--- src/rtl/clkseq_pkg.sv ---
package clkseq_pkg;

   typedef enum logic [2:0] {
      ST_IDLE,
      ST_SEL_LOW,
      ST_SHIFT,
      ST_SETTLE,
      ST_SEL_HIGH,
      ST_DONE
   } seq_state_e;

   // Bits needed to hold (max interval - 1), at least one.
   function automatic int unsigned wait_cnt_bits(input int unsigned a,
                                                 input int unsigned b,
                                                 input int unsigned c);
      int unsigned m;
      m = a;
      if (b > m) m = b;
      if (c > m) m = c;
      return (m <= 2) ? 1 : $clog2(m);
   endfunction

endpackage

--- src/rtl/clkseq_timer.sv ---
module clkseq_timer #(
   parameter int unsigned CNT_W = 4
) (
   input  logic             clk,
   input  logic             rst_n,
   input  logic             load,
   input  logic [CNT_W-1:0] load_val,
   output logic             zero
);
   logic [CNT_W-1:0] cnt_q;

   always_ff @(posedge clk or negedge rst_n) begin
      if (!rst_n)        cnt_q <= '0;
      else if (load)     cnt_q <= load_val;
      else if (!zero)    cnt_q <= cnt_q - 1'b1;
   end

   assign zero = (cnt_q == '0);

   // The controller only reloads an expired interval.
   assert_load_at_zero_R5: assert property (@(posedge clk) disable iff (!rst_n)
      load |-> zero);

endmodule

--- src/rtl/clkseq_shifter.sv ---
module clkseq_shifter #(
   parameter int unsigned WORD_W    = 22,
   parameter bit          MSB_FIRST = 1'b1
) (
   input  logic              clk,
   input  logic              rst_n,
   input  logic              load,
   input  logic [WORD_W-1:0] word,
   input  logic              shift,
   output logic              bit_out,
   output logic              last
);
   localparam int unsigned BIT_W = (WORD_W <= 2) ? 1 : $clog2(WORD_W);
   localparam logic [BIT_W-1:0] LAST_IDX = BIT_W'(WORD_W - 1);

   logic [WORD_W-1:0] sreg_q;
   logic [BIT_W-1:0]  idx_q;

   generate
      if (MSB_FIRST) begin : g_msb
         always_ff @(posedge clk or negedge rst_n) begin
            if (!rst_n)     sreg_q <= '0;
            else if (load)  sreg_q <= word;
            else if (shift) sreg_q <= {sreg_q[WORD_W-2:0], 1'b0};
         end
         assign bit_out = sreg_q[WORD_W-1];
      end else begin : g_lsb
         always_ff @(posedge clk or negedge rst_n) begin
            if (!rst_n)     sreg_q <= '0;
            else if (load)  sreg_q <= word;
            else if (shift) sreg_q <= {1'b0, sreg_q[WORD_W-1:1]};
         end
         assign bit_out = sreg_q[0];
      end
   endgenerate

   always_ff @(posedge clk or negedge rst_n) begin
      if (!rst_n)     idx_q <= '0;
      else if (load)  idx_q <= '0;
      else if (shift) idx_q <= idx_q + 1'b1;
   end

   assign last = (idx_q == LAST_IDX);

   // No advance beyond the final bit of the word.
   assert_no_shift_past_last_R4: assert property (@(posedge clk) disable iff (!rst_n)
      shift |-> !last);

endmodule

--- src/rtl/clk_prog_seq.sv ---
module clk_prog_seq
   import clkseq_pkg::*;
#(
   parameter int unsigned WORD_W     = 22,
   parameter int unsigned SETUP_CYC  = 64,
   parameter int unsigned HALF_CYC   = 4,
   parameter int unsigned SETTLE_CYC = 1_000_000,
   parameter bit          MSB_FIRST  = 1'b1
) (
   input  logic              clk,
   input  logic              rst_n,
   input  logic              start_i,
   input  logic [WORD_W-1:0] word_i,
   output logic              ref_sel_o,
   output logic              ser_clk_o,
   output logic              ser_dat_o,
   output logic              busy_o,
   output logic              done_o
);
   localparam int unsigned CNT_W = wait_cnt_bits(SETUP_CYC, HALF_CYC, SETTLE_CYC);
   localparam logic [CNT_W-1:0] SETUP_LD  = CNT_W'(SETUP_CYC - 1);
   localparam logic [CNT_W-1:0] HALF_LD   = CNT_W'(HALF_CYC - 1);
   localparam logic [CNT_W-1:0] SETTLE_LD = CNT_W'(SETTLE_CYC - 1);

   if (WORD_W < 2)     begin : g_bad_word   $error("WORD_W must be at least 2");     end
   if (SETUP_CYC < 1)  begin : g_bad_setup  $error("SETUP_CYC must be at least 1");  end
   if (HALF_CYC < 1)   begin : g_bad_half   $error("HALF_CYC must be at least 1");   end
   if (SETTLE_CYC < 1) begin : g_bad_settle $error("SETTLE_CYC must be at least 1"); end

   seq_state_e       state_q, state_d;
   logic             sclk_q, sclk_d;
   logic             tmr_load, tmr_zero;
   logic [CNT_W-1:0] tmr_val;
   logic             sh_load, sh_shift, sh_last, sh_bit;

   clkseq_timer #(.CNT_W(CNT_W)) u_timer (
      .clk      (clk),
      .rst_n    (rst_n),
      .load     (tmr_load),
      .load_val (tmr_val),
      .zero     (tmr_zero)
   );

   clkseq_shifter #(.WORD_W(WORD_W), .MSB_FIRST(MSB_FIRST)) u_shifter (
      .clk     (clk),
      .rst_n   (rst_n),
      .load    (sh_load),
      .word    (word_i),
      .shift   (sh_shift),
      .bit_out (sh_bit),
      .last    (sh_last)
   );

   always_comb begin
      state_d  = state_q;
      sclk_d   = sclk_q;
      tmr_load = 1'b0;
      tmr_val  = '0;
      sh_load  = 1'b0;
      sh_shift = 1'b0;
      unique case (state_q)
         ST_IDLE: begin
            if (start_i) begin
               state_d  = ST_SEL_LOW;
               tmr_load = 1'b1;
               tmr_val  = SETUP_LD;
               sh_load  = 1'b1;
            end
         end
         ST_SEL_LOW: begin
            if (tmr_zero) begin
               state_d  = ST_SHIFT;
               sclk_d   = 1'b0;
               tmr_load = 1'b1;
               tmr_val  = HALF_LD;
            end
         end
         ST_SHIFT: begin
            if (tmr_zero) begin
               tmr_load = 1'b1;
               if (!sclk_q) begin
                  sclk_d  = 1'b1;
                  tmr_val = HALF_LD;
               end else begin
                  sclk_d = 1'b0;
                  if (sh_last) begin
                     state_d = ST_SETTLE;
                     tmr_val = SETTLE_LD;
                  end else begin
                     sh_shift = 1'b1;
                     tmr_val  = HALF_LD;
                  end
               end
            end
         end
         ST_SETTLE:   if (tmr_zero) state_d = ST_SEL_HIGH;
         ST_SEL_HIGH: state_d = ST_DONE;
         ST_DONE:     state_d = ST_IDLE;
         default:     state_d = ST_IDLE;
      endcase
   end

   always_ff @(posedge clk or negedge rst_n) begin
      if (!rst_n) begin
         state_q <= ST_IDLE;
         sclk_q  <= 1'b0;
      end else begin
         state_q <= state_d;
         sclk_q  <= sclk_d;
      end
   end

   assign ref_sel_o = (state_q == ST_IDLE) || (state_q == ST_SEL_HIGH) || (state_q == ST_DONE);
   assign ser_clk_o = sclk_q;
   assign ser_dat_o = sh_bit;
   assign busy_o    = (state_q != ST_IDLE);
   assign done_o    = (state_q == ST_DONE);

   // A sequence is entered only from idle.
   assert_enter_from_idle_R10: assert property (@(posedge clk) disable iff (!rst_n)
      (state_q == ST_SEL_LOW && $past(state_q) != ST_SEL_LOW) |-> $past(state_q) == ST_IDLE);

   // Serial clock toggles only when the shared timer has expired.
   assert_sclk_on_expiry_R5: assert property (@(posedge clk) disable iff (!rst_n)
      (sclk_q != $past(sclk_q)) |-> $past(tmr_zero));

   // Data holds through the rising edge and the high phase.
   assert_data_stable_high_R6: assert property (@(posedge clk) disable iff (!rst_n)
      sclk_q |-> $stable(sh_bit));

   // Reference is selected whenever the serial clock rises.
   assert_sel_low_on_rise_R3: assert property (@(posedge clk) disable iff (!rst_n)
      $rose(sclk_q) |-> !ref_sel_o);

   // Done is a single-cycle pulse with the programmed clock selected.
   assert_done_pulse_R9: assert property (@(posedge clk) disable iff (!rst_n)
      done_o |=> !done_o);
   assert_done_sel_R9: assert property (@(posedge clk) disable iff (!rst_n)
      done_o |-> ref_sel_o);

   // Serial clock parked low outside the transfer.
   assert_idle_sclk_low_R11: assert property (@(posedge clk) disable iff (!rst_n)
      (state_q != ST_SHIFT) |-> !sclk_q);

endmodule

--- config.mk ---
export PLATFORM = sky130hd
export DESIGN_NAME = clk_prog_seq
export DESIGN_NICKNAME = d
export VERILOG_FILES = /design/src/rtl/clkseq_pkg.sv /design/src/rtl/clkseq_timer.sv /design/src/rtl/clkseq_shifter.sv /design/src/rtl/clk_prog_seq.sv
export SDC_FILE = /design/constraint.sdc
export NUM_CORES = 1
export LEC_CHECK = 0
export BUFFER_PORTS_ARGS = -buffer_cell sky130_fd_sc_hd__buf_2
export CAP_MARGIN = 0
export CORE_ASPECT_RATIO = 1.4
export CORE_MARGIN = 2
export CORE_UTILIZATION = 35
export CTS_BUF_LIST = sky130_fd_sc_hd__clkbuf_2 sky130_fd_sc_hd__clkbuf_4 sky130_fd_sc_hd__clkbuf_8
export DETAILED_ROUTE_END_ITERATION = 8
export PLACE_DENSITY = 0.52
export SETUP_SLACK_MARGIN = 0.1
export SYNTH_ARGS = -nofsm -noshare
export SYNTH_HDL_FRONTEND = slang
export SYNTH_SLANG_ARGS = --single-unit
--- constraint.sdc ---
create_clock -name clk -period 1.9 [get_ports clk]
set_clock_uncertainty 0.1 [all_clocks]
set_input_delay 0.19 -clock clk [delete_from_list [all_inputs] [get_ports clk]]
set_output_delay 0.19 -clock clk [all_outputs]
set_load 0.01 [all_outputs]
==> flow_metrics.env, run 1 <==
export IMPL_worstSetupStartpointType="flip-flop"
export IMPL_async_flop_share=1.00
export IMPL_cts_root_buffer="clkbuf_8"
export IMPL_cts_tree="built"
export IMPL_fillers=747
export IMPL_timing_slew_headroom=0.668
export IMPL_viasPerCell=5.63
export IMPL_design_core_area_sq_um=8200
export IMPL_fin_crit_sh=1.08
export IMPL_synth_distinct_cells=47
export IMPL_firstDrtPassIters=4
export IMPL_grt_overflow_total=0
export IMPL_cts_buffer_depth=2
export IMPL_vias=2999
export IMPL_cap_violations=0
export IMPL_synth_seq_cells=51
export IMPL_first_iter_violations=218
export IMPL_port_buffers=29
export IMPL_syn_to_final_growth_pct=48.9
export IMPL_grt_usage=0.218
export IMPL_synthesis_nets=351
export IMPL_crit_fanout=4
export IMPL_wl_microns=9370
export IMPL_hold_violations=0
export IMPL_fin_setup_tns_ns=-1.06
export IMPL_row_count=39
export IMPL_cp_data_arrival_time_ns=2.20
export IMPL_pre_cts_slack_ns=-0.0986
export IMPL_endpoint_kind="flip-flop"
export IMPL_clkTransAtPathRegs_ns=0.10
export IMPL_postLayoutCoreUtil=0.536
export IMPL_outcome="finished, violations left"
export IMPL_layout_drive_gt1_share=0.397
export IMPL_die_area_sq_um=9190
export IMPL_place_gp_congestion=0.838
export IMPL_die_w_microns=81.6
export IMPL_netlist_area_sq_um=2950
export IMPL_grt_max_degree=30
export IMPL_fin_ws_ns=-0.152
export IMPL_grt_pass1_wl_microns=15300
export IMPL_insertedDiodeCount=0
export IMPL_min_path_type="in -> reg"
export IMPL_grt_pass1_vias=3057
export IMPL_yosys_warnings=0
export IMPL_nNetsFinal=459
export IMPL_cts_sinks=51
export IMPL_synth_ff_type="dfrtp_1"
export IMPL_wl_per_cell_microns=17.6
export IMPL_rsz0062_at_grt="yes"
export IMPL_violations="setup timing"
export IMPL_avgSynthCellArea_sq_um=9.16
export IMPL_cts_inserted_buffers=5
export IMPL_setup_viol=25
export IMPL_worstMarginPinSlew_ns=0.499
export IMPL_ir_drop_v=0.000382
export IMPL_ys_seq_area_frac=0.433
export IMPL_critPathKind="reg -> reg"
export IMPL_antenna_found_initial=0
export IMPL_dp_hpwl_microns=6040
export IMPL_required_ns=2.04
export IMPL_slew_viol_final=0
export IMPL_insertion_delay_ns=0.32
export IMPL_power_density_nw_per_um2=449
export IMPL_r2r_cells=5
export IMPL_hold_depth=2
export IMPL_htree_levels=2
export IMPL_ant_nets=0
export IMPL_hold_slack_ns=0.0137
export IMPL_syn_inst=322
export IMPL_min_period_ns=2.05
export IMPL_fmax_ghz=0.487
export IMPL_synth_edf_count=0
export IMPL_die_h_microns=113
export IMPL_initial_core_util=0.360
export IMPL_drc=0
export IMPL_leakage_nw=1.81
export IMPL_ios=30
-- stage by stage --
stage | cells | area [sq um] | power (mW)
3_5_place_dp | 490 | 3680 | 1.16
5_1_grt | 533 | 4390 | 2.06
3_3_place_gp | 490 | 3680 | 1.16
4_1_cts | 525 | 4230 | 2.00
2_1_floorplan | 322 | 3030 | 1.11
6_report | 533 | 4390 | 1.97
-- metal layers --
metal | wire (microns) | global-route usage | vias to the layer above
met5 | 0 | 0 | -
met4 | 167 | 0.0911 | 0
met3 | 240 | 0.0362 | 14
met2 | 5060 | 0.377 | 57
met1 | 3900 | 0.263 | 1492
li1 | - | - | 1436
-- worst paths after layout --
path                                      start              endpoint  slack [ns]
setup / recovery               u_timer.cnt_q[0]     u_timer.cnt_q[11]       -0.15
hold / removal                        word_i[4]   u_shifter.sreg_q[4]        0.01
setup reg to reg               u_timer.cnt_q[0]     u_timer.cnt_q[11]       -0.15
hold reg to reg            u_shifter.sreg_q[14]  u_shifter.sreg_q[14]        0.44
max in group asynchronous                 rst_n    u_shifter.idx_q[3]        0.84
min in group asynchronous                 rst_n     u_timer.cnt_q[10]        0.26
-- power by group --
group	switching, mW	leakage [nW]	internal (mW)
combinational	0.0354	1.16	0.0443
clock	0.383	0.0612	0.427
sequential	0	0.588	1.08
-- cells in the mapped netlist, drive strengths merged (7+ instances only) --
cell / count / area share
nor2: 12 / 0.015
nand3: 24 / 0.041
inv: 8 / 0.010
o21ai: 19 / 0.032
a21oi: 21 / 0.036
buf: 9 / 0.019
clkbuf: 19 / 0.024
nor4: 8 / 0.024
nor3: 23 / 0.045
and2: 15 / 0.032
or4: 7 / 0.018
o31ai: 7 / 0.018
o211ai: 10 / 0.025
dfrtp: 51 / 0.43
nand4: 10 / 0.026
a221o: 15 / 0.051
nand2: 23 / 0.030
-- what timing repair did --
item                                   in CTS  in global routing
hold buffers                               16                  0
endpoints found under the hold margin      31                  0
pin swaps                                  20                 16
cloned                                      4                  0
gates resized for setup                    44                 26
buffers inserted                            7                  9
setup endpoints to repair                  50                 51
-- cells by family after synthesis --
kind of cell	synth area share
simple gates	0.268
buf+inv	0.0534
flops	0.433
mux	0.00679
fa+ha+maj	0.0170
compound gates	0.204
xor+xnor	0.0178
-- placed cells by master (no fill, tap or decap), types with 11 or more instances in the layout --
cell type      Yosys  layout
nand2_1           22      22
buf_2              6      29
and2_1            15      15
buf_4              0      58
dlygate4sd3_1      0      16
a221o_1           15      15
a21oi_1           21      11
nor3_1            21      16
dfrtp_1           51      49
buf_6              2      17
nand3_1           24      24
o21ai_0           19      11
-- critical path, stage by stage (launching register included) --
cell     delay (ns)
dfrtp_1        0.41
buf_4          0.14
buf_6          0.12
or4_4          0.52
or4_4          0.54
a21oi_2        0.15
-- cell type report --
cell class                      instances  area (sq um)  area share
Multi-Input combinational cell        238          1780       0.405
Sequential cell                        51          1280       0.291
Timing Repair Buffer                  126          1060       0.241
Tap cell                              102           128      0.0291
Clock buffer                            6          82.6      0.0188
Clock inverter                          2          35.0     0.00798
Inverter                                8          30.0     0.00684
-- registers in the layout, summed over array words and instances, names as in the netlist --
signal            count
u_shifter.sreg_q     22
u_timer.cnt_q        20
state_q               3
ser_clk_o             1
u_shifter.idx_q       5
(Power assumes the default switching activity.)
==> inputs of run 2 (changes only) <==
- ABC_AREA: unset -> 1
- MAX_ROUTING_LAYER: unset -> met4
==> run 2 against run 1 <==
  * The run now ends clean
  * Combinational power rose to 25 times the previous value
  * Largest power group is now combinational cells
  * Wire length decreased by 21%
  * Maximum frequency is 17% higher
  * Via count down 15%
  * Final area fell by 11%
  * Clock-buffer cell count is the same
  * Die area is 0.53% higher
  * First-iteration DRC count fell by 58%
  * Global-route usage is 4.7 points lower
  * Sequential share of layout area is 3.7 points higher
==> flow_metrics.env, run 2 <==
export IMPL_outcome="finished, final reports clean"
export IMPL_fin_crit_sh=0.920
export IMPL_min_period_ns=1.75
export IMPL_top_regs="u_shifter.sreg_q x22, u_timer.cnt_q x20, u_shifter.idx_q x5"
export IMPL_leakage_nw=1.93
export IMPL_timing_slew_headroom=0.673
export IMPL_fin_ws_ns=0.153
export IMPL_cts_inserted_buffers=5
export IMPL_viasPerCell=4.83
export IMPL_hold_slack_ns=0.0471
export IMPL_crit_fanout=5
export IMPL_drt_met1_wl_microns=3020
export IMPL_ir_drop_v=0.000666
export IMPL_drc=0
export IMPL_ios=30
export IMPL_die_h_microns=113
export IMPL_design_core_area_sq_um=8200
export IMPL_initial_core_util=0.362
export IMPL_firstDrtPassIters=4
export IMPL_synthesis_nets=373
export IMPL_fin_setup_tns_ns=0
export IMPL_cts_root_buffer="clkbuf_8"
export IMPL_wl_per_cell_microns=14.0
export IMPL_grt_usage=0.171
export IMPL_cts_tree="built"
export IMPL_place_gp_congestion=0.867
export IMPL_largest_register="u_shifter.sreg_q"
export IMPL_synth_ff_type="dfrtp_1"
export IMPL_worstSetupStartpointType="flip-flop"
export IMPL_pre_cts_slack_ns=-0.124
export IMPL_worstMarginPinSlew_ns=0.490
export IMPL_top_layer_used="met4"
export IMPL_yosys_warnings=0
export IMPL_largest_reg_flops=22
export IMPL_clkTransAtPathRegs_ns=0.10
export IMPL_avgSynthCellArea_sq_um=8.62
export IMPL_synth_top_area_share=0.430
export IMPL_grt_max_degree=33
export IMPL_power_density_nw_per_um2=1080
export IMPL_antenna_found_initial=0
export IMPL_insertion_delay_ns=0.31
export IMPL_yosysTopAreaCell="dfrtp_1"
export IMPL_min_path_type="in -> reg"
export IMPL_synth_edf_count=0
export IMPL_fillers=833
export IMPL_cp_data_arrival_time_ns=1.90
export IMPL_slew_viol_final=0
export IMPL_endpoint_kind="flip-flop"
export IMPL_nNetsFinal=454
export IMPL_syn_to_final_growth_pct=31.1
export IMPL_required_ns=2.05
export IMPL_first_iter_violations=91
export IMPL_dp_hpwl_microns=4880
export IMPL_yosys_top_cells_count="nand2_1, dfrtp_1, nor2_1"
export IMPL_cap_violations=0
export IMPL_vias=2552
export IMPL_layout_drive_gt1_share=0.387
export IMPL_netlist_area_sq_um=2970
export IMPL_critPathKind="reg -> reg"
export IMPL_placed_area_sq_um=3420
export IMPL_insertedDiodeCount=0
export IMPL_async_flop_share=1.00
export IMPL_synth_most_common_cell="nand2_1"
export IMPL_grt_overflow_total=0
export IMPL_ys_seq_area_frac=0.430
export IMPL_die_area_sq_um=9240
export IMPL_final_cell_mix="nand2_1, dfrtp_1, buf_4"
export IMPL_wl_microns=7420
export IMPL_port_buffers=29
export IMPL_grt_pass1_wl_microns=12000
export IMPL_die_w_microns=81.8
export IMPL_synth_seq_cells=51
export IMPL_fmax_ghz=0.572
export IMPL_synth_area_top_cells="dfrtp_1, nand2_1, mux2i_1, o21ai_2, nor2_1"
export IMPL_row_count=39
export IMPL_cts_sinks=51
export IMPL_finalInstanceArea_sq_um=3890
export IMPL_met2_length_microns=4040
export IMPL_wl_met3_microns=229
export IMPL_grt_pass1_vias=2653
export IMPL_mostFrequentLayoutCell="nand2_1"
export IMPL_ant_nets=0
export IMPL_hold_violations=0
export IMPL_setup_viol=0
export IMPL_rsz0062_at_grt="yes"
export IMPL_htree_levels=2
export IMPL_cts_buffer_depth=2
export IMPL_syn_inst=344
export IMPL_synth_distinct_cells=26
run 2: changes by cell type in the layout (fill, tap and decap cells not counted), sizes merged, moves of 8 or more:
cell,delta
nor4,-8
buf,-34
dlygate4sd3,-14
nor3,-13
inv,+22
a21oi,-9
a221o,-15
and2,-15
o211ai,-9
nor2,+42
o21ai,+15
nand2,+58
mux2i,+18
run 2: area by class of cell:
class	instances	area, sq um	area share
timing repair buffer	78	604	0.155
tap	102	128	0.0328
sequential	51	1280	0.328
multi-input combinational	259	1670	0.430
clock buffer	6	76.3	0.0196
clock inverter	2	12.5	0.00322
inverter	30	118	0.0302
run 2: critical path, stage by stage, from the launching register on:
cell       delay (ns)
dfrtp_1          0.44
nor2_2           0.17
nand2_2          0.09
nor2_4           0.14
nand3_4          0.10
nor2_4           0.19
buf_6            0.13
nor2_4           0.05
clkbuf_16        0.17
o21ai_2          0.10
run 2: metrics by stage:
step                      cells  power, mW   util
after floorplan             344       2.81      -
after global placement      499       3.17  0.417
after detailed placement    499       3.20  0.417
after CTS                   513       3.98  0.439
after global routing        528       4.52  0.475
final                       528       4.20  0.475
run 2: path summary, 6_finish.rpt:
| kind | startpoint | to | slack (ns) | depth (start not counted) |
|---|---|---|---|---|
| max reg2reg | u_timer.cnt_q[9] | u_shifter.sreg_q[3] | 0.15 | 9 |
| max | u_timer.cnt_q[9] | u_shifter.sreg_q[3] | 0.15 | 9 |
| min | word_i[18] | u_shifter.sreg_q[18] | 0.05 | 3 |
| min reg2reg | u_shifter.sreg_q[7] | u_shifter.sreg_q[7] | 0.40 | 2 |
| max in group asynchronous | rst_n | u_timer.cnt_q[1] | 0.87 | 3 |
| min in group asynchronous | rst_n | u_shifter.sreg_q[8] | 0.28 | 2 |
run 2: routing by layer:
layer	global-route usage	vias to the layer above
li1	-	1286
met1	0.194	1215
met2	0.295	42
met3	0.0335	9
met4	0.0556	0
met5	-	-
run 2: logic make-up after synthesis:
logic type / share of synthesized area
mux: 0.0675
compound gates: 0.107
fa+ha+maj: 0.0169
simple gates: 0.266
buf+inv: 0.0628
flops: 0.430
xor+xnor: 0.0502
run 2: timing repair:
item	CTS	global route
pin swaps	5	14
hold endpoints to repair	20	0
endpoints found under the setup margin	48	49
gates resized for setup	7	41
cloned	2	3
buffers inserted	2	12
hold buffers	2	0
run 2: power breakdown:
part	total (mW)	internal [mW]	switching (mW)
registers	1.53	1.35	0.184
logic	2.00	0.871	1.13
clock network	0.668	0.273	0.394
==> inputs of run 3 (changes only) <==
- CORE_ASPECT_RATIO: 1.4 -> 2
==> run 3 against run 2 <==
  * Critical path depth stayed put
  * Critical endpoint is now u_shifter.sreg_q[6]
  * Clock-buffer cell count is 1 higher
  * Global-route usage is 0.40 points lower
==> flow_metrics.env, run 3 (synthesis results as in run 2) <==
export IMPL_die_w_microns=69.1
export IMPL_drc=0
export IMPL_setup_viol=0
export IMPL_cts_root_buffer="clkbuf_8"
export IMPL_min_period_ns=1.78
export IMPL_postLayoutCoreUtil=0.460
export IMPL_die_area_sq_um=9270
export IMPL_hold_slack_ns=0.0659
export IMPL_wl_per_cell_microns=14.4
export IMPL_largest_reg_flops=22
export IMPL_mostFrequentLayoutCell="nand2_1"
export IMPL_slew_viol_final=0
export IMPL_design_core_area_sq_um=8230
export IMPL_critPathKind="reg -> reg"
export IMPL_placed_area_sq_um=3340
export IMPL_fin_ws_ns=0.121
export IMPL_stdcell_count=512
export IMPL_vias=2513
export IMPL_crit_fanout=8
export IMPL_hp_start="word_i[11]"
export IMPL_pre_cts_slack_ns=0.0591
export IMPL_leakage_nw=1.89
export IMPL_clkTransAtPathRegs_ns=0.11
export IMPL_cap_violations=0
export IMPL_nNetsFinal=442
export IMPL_timing_slew_headroom=0.798
export IMPL_fin_setup_tns_ns=0
export IMPL_finalInstanceArea_sq_um=3790
export IMPL_grt_pass1_vias=2550
export IMPL_cp_data_arrival_time_ns=1.89
export IMPL_ios=30
export IMPL_grt_usage=0.167
export IMPL_worstMarginPinSlew_ns=0.303
export IMPL_worstSetupStartpointType="flip-flop"
export IMPL_insertion_delay_ns=0.32
export IMPL_grt_pass1_wl_microns=11900
export IMPL_cts_tree="built"
export IMPL_r2r_start="u_timer.cnt_q[8]"
export IMPL_wl_microns=7350
export IMPL_htree_levels=2
export IMPL_insertedDiodeCount=0
export IMPL_grt_overflow_total=0
export IMPL_layout_drive_gt1_share=0.360
export IMPL_rsz0062_at_grt="yes"
export IMPL_grt_max_degree=52
export IMPL_port_buffers=29
export IMPL_hold_violations=0
export IMPL_min_path_type="in -> reg"
export IMPL_fin_crit_sh=0.936
export IMPL_row_count=47
export IMPL_p_total_mw=4.22
export IMPL_firstDrtPassIters=4
export IMPL_antenna_found_initial=0
export IMPL_first_iter_violations=97
export IMPL_initial_core_util=0.360
export IMPL_cts_inserted_buffers=5
export IMPL_power_density_nw_per_um2=1110
export IMPL_cts_sinks=51
export IMPL_ir_drop_v=0.000696
export IMPL_required_ns=2.01
export IMPL_final_cell_mix="nand2_1, dfrtp_1, buf_2, buf_4, nor2_1"
export IMPL_endpoint_kind="flip-flop"
export IMPL_placed_cells_incl_taps=482
export IMPL_viasPerCell=4.91
export IMPL_place_gp_congestion=0.841
export IMPL_fmax_ghz=0.562
export IMPL_syn_to_final_growth_pct=27.7
export IMPL_die_h_microns=134
export IMPL_crit_path_start="u_timer.cnt_q[8]"
export IMPL_ant_nets=0
export IMPL_dp_hpwl_microns=5290
export IMPL_cts_buffer_depth=2
export IMPL_outcome="finished, final reports clean"
export IMPL_largest_register="u_shifter.sreg_q"
export IMPL_top_regs="u_shifter.sreg_q x22, u_timer.cnt_q x20, u_shifter.idx_q x5"
run 3: path summary, 6_finish.rpt:
| kind | end | cells after the start | slack, ns |
|---|---|---|---|
| max in group asynchronous | u_timer.cnt_q[2] | 3 | 1.15 |
| setup / recovery | u_shifter.sreg_q[6] | 9 | 0.12 |
| hold / removal | u_shifter.sreg_q[11] | 3 | 0.07 |
| min in group asynchronous | u_timer.cnt_q[14] | 3 | 0.29 |
| setup reg to reg | u_shifter.sreg_q[6] | 9 | 0.12 |
| hold reg to reg | u_shifter.sreg_q[5] | 2 | 0.39 |
run 3: final cells by class:
cell class | count | area, sq um
clock buffers | 7 | 90.1
clock inverters | 1 | 8.76
fillers | 826 | 4450
inverters | 30 | 118
multi-input cells | 256 | 1630
flip-flops and latches | 51 | 1280
well taps | 98 | 123
repair buffers | 69 | 538
run 3: report_power, final:
group	leakage, nW	internal (mW)	switching (mW)
logic	1.18	0.866	1.07
registers	0.659	1.36	0.220
clock network	0.0519	0.314	0.399
total	1.89	2.54	1.69
run 3: worst max-delay path: stages (launching register included):
cell and delay (ns):
dfrtp_1 0.41, nor2_2 0.18, nand2_2 0.10, nor2_4 0.17, nand3_4 0.11, nor2_4 0.21, nor2_8 0.10, buf_12 0.15
nand2_1 0.07, o21ai_2 0.05
run 3: timing repair:
| action | 4_1_cts | 5_1_grt |
|---|---|---|
| endpoints found under the hold margin | 52 | 0 |
| setup buffers | 6 | 12 |
| hold buffers | 2 | 0 |
| gates cloned | 0 | 3 |
| pin swaps | 6 | 10 |
| gates resized for setup | 6 | 35 |
| endpoints found under the setup margin | 31 | 50 |
run 3: per-layer routing:
layer,track usage,share of wire,up-vias
li1,-,-,1254
met1,0.155,0.36,1187
met2,0.327,0.58,54
met3,0.0210,0.022,18
met4,0.0773,0.034,0
met5,-,0,-
